**src/rtl/tmr_pkg.sv**
```systemverilog
package tmr_pkg;
  localparam int unsigned REG_W = 16;
  localparam int unsigned B_WRAP = 0;
  localparam int unsigned B_CHAN = 1;
  localparam int unsigned B_COM  = 5;
  localparam int unsigned B_TRG  = 6;
  localparam int unsigned B_BRK  = 7;
  localparam int unsigned B_OVR  = 9;
  localparam logic [REG_W-1:0] STS_MASK = 16'h02E3;
  localparam logic [1:0] A_STS = 2'd0;
  localparam logic [1:0] A_IEN = 2'd1;
  localparam logic [1:0] A_CAP = 2'd2;
endpackage

```
**src/rtl/tmr_upcnt.sv**
```systemverilog
module tmr_upcnt #(
  parameter int unsigned CNT_W = 16
) (
  input  logic             clk,
  input  logic             rst,
  input  logic             en,
  input  logic [CNT_W-1:0] reload,
  output logic [CNT_W-1:0] cnt,
  output logic             wrap
);
  assign wrap = en && (cnt == reload);

  always_ff @(posedge clk) begin
    if (rst)       cnt <= '0;
    else if (wrap) cnt <= '0;
    else if (en)   cnt <= cnt + 1'b1;
  end

  // the counter returns to zero after a wrap
  p_wrap_zero_r8: assert property (@(posedge clk) disable iff (rst)
    (en && cnt == reload) |=> (cnt == '0));
endmodule

```
**src/rtl/tmr_cc1.sv**
```systemverilog
module tmr_cc1 #(
  parameter int unsigned CNT_W  = 16,
  parameter int unsigned SYNC_N = 2
) (
  input  logic             clk,
  input  logic             rst,
  input  logic             cap_mode,
  input  logic             cap_falling,
  input  logic             cap_in,
  input  logic             cnt_en,
  input  logic             wrap,
  input  logic [CNT_W-1:0] cnt,
  input  logic [CNT_W-1:0] cmp,
  input  logic [CNT_W-1:0] reload,
  output logic [CNT_W-1:0] ccr,
  output logic             cap_evt,
  output logic             chan_evt
);
  localparam int unsigned CHAIN = SYNC_N + 1;

  logic [CHAIN-1:0] sh;
  logic             cur, prv;

  always_ff @(posedge clk) begin
    if (rst) sh <= '0;
    else     sh <= {sh[CHAIN-2:0], cap_in};
  end

  assign cur = sh[CHAIN-2];
  assign prv = sh[CHAIN-1];
  assign cap_evt = cap_mode && (cap_falling ? (prv && !cur) : (!prv && cur));

  always_ff @(posedge clk) begin
    if (rst)          ccr <= '0;
    else if (cap_evt) ccr <= cnt;
  end

  always_comb begin
    if (cap_mode)          chan_evt = cap_evt;
    else if (cmp > reload) chan_evt = wrap;
    else                   chan_evt = cnt_en && (cnt == cmp);
  end

  // a capture loads the counter value
  p_capture_loads_r10: assert property (@(posedge clk) disable iff (rst)
    (cap_evt && !rst) |=> (ccr == $past(cnt)));
endmodule

```
**src/rtl/tmr_stsreg.sv**
```systemverilog
module tmr_stsreg
  import tmr_pkg::*;
(
  input  logic             clk,
  input  logic             rst,
  input  logic             ev_wrap,
  input  logic             ev_chan,
  input  logic             ev_cap,
  input  logic             cap_mode,
  input  logic             ev_com,
  input  logic             ev_trg,
  input  logic             brk_lvl,
  input  logic             sw_wr,
  input  logic [REG_W-1:0] sw_data,
  input  logic             rd_cap,
  output logic [REG_W-1:0] sts
);
  logic [REG_W-1:0] hw_set, clr, nxt;

  always_comb begin
    hw_set         = '0;
    hw_set[B_WRAP] = ev_wrap;
    hw_set[B_CHAN] = ev_chan;
    hw_set[B_COM]  = ev_com;
    hw_set[B_TRG]  = ev_trg;
    hw_set[B_BRK]  = brk_lvl;
    hw_set[B_OVR]  = cap_mode && ev_cap && sts[B_CHAN];

    clr = sw_wr ? ~sw_data : '0;
    if (brk_lvl) clr[B_BRK] = 1'b0;
    if (rd_cap)  clr[B_CHAN] = 1'b1;

    nxt = (hw_set | (sts & ~clr)) & STS_MASK;
  end

  always_ff @(posedge clk) begin
    if (rst) sts <= '0;
    else     sts <= nxt;
  end

  // every hardware set lands, whatever software does in that cycle
  p_hw_wins_r4: assert property (@(posedge clk) disable iff (rst)
    (!rst && |(hw_set & STS_MASK)) |=> ((sts & $past(hw_set & STS_MASK)) == $past(hw_set & STS_MASK)));
  // break flag held while break is active
  p_brk_hold_r5: assert property (@(posedge clk) disable iff (rst)
    (!rst && brk_lvl) |=> sts[B_BRK]);
  // COM pulse sets its flag
  p_com_set_r7: assert property (@(posedge clk) disable iff (rst)
    (!rst && ev_com) |=> sts[B_COM]);
  // overcapture only rises when the channel flag was already set
  p_ovr_cause_r11: assert property (@(posedge clk) disable iff (rst)
    $rose(sts[B_OVR]) |-> $past(sts[B_CHAN]));
endmodule

```
**src/rtl/tmr_evt_status.sv**
```systemverilog
module tmr_evt_status
  import tmr_pkg::*;
#(
  parameter int unsigned CNT_W = 16
) (
  input  logic             clk,
  input  logic             rst,
  input  logic             cnt_en,
  input  logic [CNT_W-1:0] reload_val,
  input  logic [CNT_W-1:0] cmp_val,
  input  logic             cc_capture,
  input  logic             cap_falling,
  input  logic             cap_in,
  input  logic             brk_in,
  input  logic             trg_in,
  input  logic             trg_gated,
  input  logic             com_evt,
  input  logic             bus_sel,
  input  logic             bus_wr,
  input  logic [1:0]       bus_addr,
  input  logic [15:0]      bus_wdata,
  output logic [15:0]      bus_rdata,
  output logic             irq
);
  logic [CNT_W-1:0] cnt, ccr;
  logic             wrap, cap_evt, chan_evt;
  logic             trg_q, trg_evt;
  logic [REG_W-1:0] sts, ien, ccr_ext;
  logic             sts_wr, ien_wr, rd_any, rd_cap;

  tmr_upcnt #(.CNT_W(CNT_W)) u_cnt (
    .clk(clk), .rst(rst), .en(cnt_en), .reload(reload_val),
    .cnt(cnt), .wrap(wrap)
  );

  tmr_cc1 #(.CNT_W(CNT_W), .SYNC_N(2)) u_cc (
    .clk(clk), .rst(rst), .cap_mode(cc_capture), .cap_falling(cap_falling),
    .cap_in(cap_in), .cnt_en(cnt_en), .wrap(wrap), .cnt(cnt), .cmp(cmp_val),
    .reload(reload_val), .ccr(ccr), .cap_evt(cap_evt), .chan_evt(chan_evt)
  );

  always_ff @(posedge clk) begin
    if (rst) trg_q <= 1'b0;
    else     trg_q <= trg_in;
  end
  assign trg_evt = trg_gated ? (trg_in != trg_q) : (trg_in && !trg_q);

  assign sts_wr = bus_sel && bus_wr && (bus_addr == A_STS);
  assign ien_wr = bus_sel && bus_wr && (bus_addr == A_IEN);
  assign rd_any = bus_sel && !bus_wr;
  assign rd_cap = rd_any && (bus_addr == A_CAP) && cc_capture;

  tmr_stsreg u_sts (
    .clk(clk), .rst(rst), .ev_wrap(wrap), .ev_chan(chan_evt), .ev_cap(cap_evt),
    .cap_mode(cc_capture), .ev_com(com_evt), .ev_trg(trg_evt), .brk_lvl(brk_in),
    .sw_wr(sts_wr), .sw_data(bus_wdata), .rd_cap(rd_cap), .sts(sts)
  );

  always_comb begin
    ccr_ext = '0;
    ccr_ext[CNT_W-1:0] = ccr;
  end

  always_ff @(posedge clk) begin
    if (rst) begin
      ien       <= '0;
      bus_rdata <= '0;
      irq       <= 1'b0;
    end else begin
      if (ien_wr) ien <= bus_wdata & STS_MASK;
      if (rd_any) begin
        case (bus_addr)
          A_STS:   bus_rdata <= sts;
          A_IEN:   bus_rdata <= ien;
          A_CAP:   bus_rdata <= ccr_ext;
          default: bus_rdata <= '0;
        endcase
      end
      irq <= |(sts & ien);
    end
  end

  // reserved status bits never appear on a status read
  p_rsvd_zero_r2: assert property (@(posedge clk) disable iff (rst)
    (!rst && rd_any && bus_addr == A_STS) |=> ((bus_rdata & ~STS_MASK) == '0));
endmodule

```
**config.mk**
```make
export PLATFORM = sky130hd
export DESIGN_NAME = tmr_evt_status
export DESIGN_NICKNAME = d
export VERILOG_FILES = /design/src/rtl/tmr_pkg.sv /design/src/rtl/tmr_upcnt.sv /design/src/rtl/tmr_cc1.sv /design/src/rtl/tmr_stsreg.sv /design/src/rtl/tmr_evt_status.sv
export SDC_FILE = /design/constraint.sdc
export NUM_CORES = 1
export LEC_CHECK = 0
export ABC_AREA = 1
export BUFFER_PORTS_ARGS = -buffer_cell sky130_fd_sc_hd__buf_2
export CAP_MARGIN = 30
export CORE_AREA = 2 2 111 86
export CTS_CLUSTER_DIAMETER = 120
export CTS_CLUSTER_SIZE = 12
export DETAILED_ROUTE_END_ITERATION = 6
export DIE_AREA = 0 0 113 88
export PLACE_DENSITY = 0.6
export SLEW_MARGIN = 25
export SYNTH_ARGS = -nofsm -noshare
export SYNTH_HDL_FRONTEND = slang
export SYNTH_SLANG_ARGS = --single-unit
```
**constraint.sdc**
```tcl
create_clock -name clk -period 3.9 [get_ports clk]
set_input_delay 0 -clock clk [delete_from_list [all_inputs] [get_ports clk]]
set_output_delay 0 -clock clk [all_outputs]
set_load 0.01 [all_outputs]
```
==> metrics list <==
- Relative slew slack: 52.7%
- GR Overflow Total: 0
- End-of-flow core utilization: 48.0%
- Of the total power, the share spent switching nets is 23.2%.
- Setup repair after global routing missed its margin: no
* Achievable clock frequency: 581 MHz
* Required time worst endpoint: 4.09 ns
* Avg Synthesized Cell Area: 6.99 sq um
- Share of the yosys chip area belonging to registers: 37.5%
- The detail route stage leaves a number of antenna-violating nets equal to 0.
- The portion of synthesized area spent on multiplexers is 0%.
* Pwr per Cell Area: 370 nW/um^2
- Largest net degree at the start of global routing: 29
* Layout fillers: 892
- Crit-path max FO: 15
* Adder-cell share of the synthesized area: 6.48%
- Via total after detailed routing: 3336
* Cell area after synthesis: 3470 sq um
- Cell internal power was estimated by the tool at 1210 uW.
- Number of cells on the worst hold path: 3
* CTS root buffer: clkbuf_16
* Main combinational cell family by area after synthesis: simple AND/OR/NAND/NOR gates
- Part of the power in the clock network: 45.2%
- Counting cells, the worst reg-to-reg path comes to 9.
- The clock period could shrink to 1.72 ns.
* Pleak: 0.00194 uW
- In this run, post-CTS hold repair placed 10 buffers.
- Summing all flip-flop and latch instances after layout gives 1300 sq um.
* Async SR Flop Fraction: 0%
* Most common cell after layout, fill and taps aside: nand2_1
- Final total negative setup slack: 0 ns
- The analysis attributes to net switching a power of 364 uW.
- The number of nets in the synthesized netlist is 577.
- The clock reaches the later pin of the worst-skew pair after 0.32 ns.
* Worst slew pin tran: 0.707 ns
- Max Root-Sink Buffers: 2
* Maximum vdd ir drop: 0.215 mV
- Cells with a size suffix above 1 make up 17.7% of the layout.
* Number of H-tree levels: 3
- Across the routed clock network, the largest skew measured is 0.00298 ns.
* Initial cell density of the core: 39.2%
* Result of the run: finished with violations
- From synthesis to final layout, the design area changed by 22.4%.
* Overall track demand over capacity in global routing: 18.4%
* Top library cells by usage in the layout, fill and taps aside: 111 x nand2_1, 68 x buf_2, 65 x dfxtp_1, 61 x nor2_1, 58 x inv_1
- Count of synthesis-stage warnings from yosys: 0
- Post-CTS timing repair inserted 0 buffers for setup.
- Synthesized-area fraction occupied by and/or/nand/nor cells: 27.1%
- Summing the areas of all compound-gate instances in the mapped netlist gives 16.6% of the synthesized area.
- Data arrives at the worst endpoint at 1.91 ns.
- Unique cell type count in the Yosys netlist: 37
- Startpoint types: flip-flop
* First-pass GRT wire length: 14.5 mm
* Routability congestion estimate: 0.856
- During I/O placement, the number of pins put on the boundary was 79.
- The die covers 9940 sq um.
- Area taken by multi-input logic gates: 1860 sq um
- The worst setup path is captured at a flip-flop.
- Once the clock tree was built, the resizer swapped 0 gates to a different size.
* Power share of the combinational group: 10.9%
* Width of the die: 113 um
- Number of antenna violations at the first check in global routing: 0
- The synthesized design contains 65 register bits.
- The tightest min-delay check is of the in2reg type.
- After Yosys synthesis, XOR and XNOR cells account for 3.28% of the synthesized area.
- Count of antenna diodes in the layout: 0
- Number of endpoints with negative hold slack in the final report: 0
- After clock tree synthesis, the clock-pin slew on the worst setup and hold paths is 0.05 ns.
- From bottom edge to top edge, the die measures 88 um.
- Row generation in the floorplan step produced 30 rows.
* Via count of the first global-routing pass: 3089
* Via density per instance: 4.85
- Number of CTS-inserted buffers: 9
- Buffers placed on the I/O ports in this run total 68.
- The first detailed-routing pass took 7 iterations.
* Max-cap violations: 0
- Final slew viol count: 0
* Ratio of final minimum period to clock period: 44.1%
- Number of DRC markers after the initial detailed-route iteration: 193
- Hold timing on the final database bottoms out at a slack of 0.00771 ns.
- Remaining DRCs: 3
* CTS tree: yes
- WL final: 8.85 mm
- TritonCTS sink count: 65
* CORE AREA: 8860 sq um
* Kind of critical path: reg2reg
- Cells after synthesis: 497
* Violated checks: design-rule violations
- Top FF cell, synth: dfxtp_1
- Final layout net count: 653
* DP HPWL: 6.80 mm
- Reg power frac: 44.0%
- Mean routed wirelength per cell: 12.9 um
- Setup violations remaining at the end of the flow were counted as 0.
- EDFF count, synth: 0
-- routing by layer --
metal	track usage, %	wire [um]	vias to the layer above
met4	4.66	36	0
met3	4.36	434	5
met2	28.5	3940	75
met1	25.9	4440	1483
met5	0	0	-
li1	-	-	1773
-- power groups by stage --
stage	sequential [uW]	clock [uW]	combinational, uW
floorplan	703	0	101
global placement	705	0	158
detailed placement	705	0	162
CTS	691	731	171
global route	693	765	197
finish	692	711	171
-- area by class of cell --
class / count / area share (%)
Clock buffer: 14 / 6.21
Multi-Input combinational cell: 352 / 43.6
Timing Repair Buffer: 78 / 10.4
Inverter: 67 / 5.91
Sequential cell: 65 / 30.6
Tap cell: 112 / 3.30
-- cells in the mapped netlist (all sizes together), types with 2 or more instances --
cell type | n | area share, %
dfxtp | 65 | 37
or2 | 2 | 0.36
xor2 | 9 | 2.3
buf | 5 | 0.97
nand2 | 113 | 12
nand3 | 18 | 3.0
nand4 | 7 | 1.6
a22oi | 10 | 2.2
o221ai | 4 | 1.0
ha | 18 | 6.5
nor2 | 65 | 7.6
a21oi | 47 | 6.8
xnor2 | 4 | 1.0
clkbuf | 8 | 0.90
nor3 | 10 | 1.7
o21ai | 37 | 5.3
inv | 67 | 7.2
-- cell families (layout without fill, tap and decap cells) --
group | after synthesis | after routing
buf+inv | 80 | 159
flops | 65 | 65
fa+ha+maj | 18 | 18
compound gates | 104 | 104
xor+xnor | 13 | 13
simple gates | 217 | 217
-- critical path, cell delays in order, from the launching register on --
cell     delay [ns]
dfxtp_1        0.40
inv_1          0.13
nand2_1        0.08
nand2_1        0.05
nor2_1         0.10
nand2_1        0.07
nor2_1         0.17
nand3_2        0.20
nand2_2        0.31
nor2_1         0.09
-- stage by stage --
stage / power [uW] / worst slack, ns / cells / instance area [sq um]
floorplan: 804 / 2.51 / 497 / 3470
global placement: 863 / 2.22 / 664 / 3890
detailed placement: 867 / 2.18 / 664 / 3890
CTS: 1590 / 2.17 / 688 / 4250
global route: 1650 / 2.00 / 688 / 4250
finish: 1570 / 2.18 / 688 / 4250
-- final timing paths --
check | endpoint | from | slack [ns]
worst max-delay path | u_cnt.cnt[14] | u_cnt.cnt[1] | 2.18
worst min-delay path | u_sts.sts[5] | bus_wdata[5] | 0.008
worst max register to register | u_cnt.cnt[14] | u_cnt.cnt[1] | 2.18
worst min register to register | u_cc.sh[1] | u_cc.sh[0] | 0.40
-- registers in the layout, summed over array words and instances, names as in the netlist --
signal and flops:
bus_rdata 16, u_cc.ccr 16, u_cnt.cnt 16, ien 6, u_sts.sts 6, u_cc.sh 3, irq 1, trg_q 1
No activity file was read; power rests on OpenSTA's default activity.
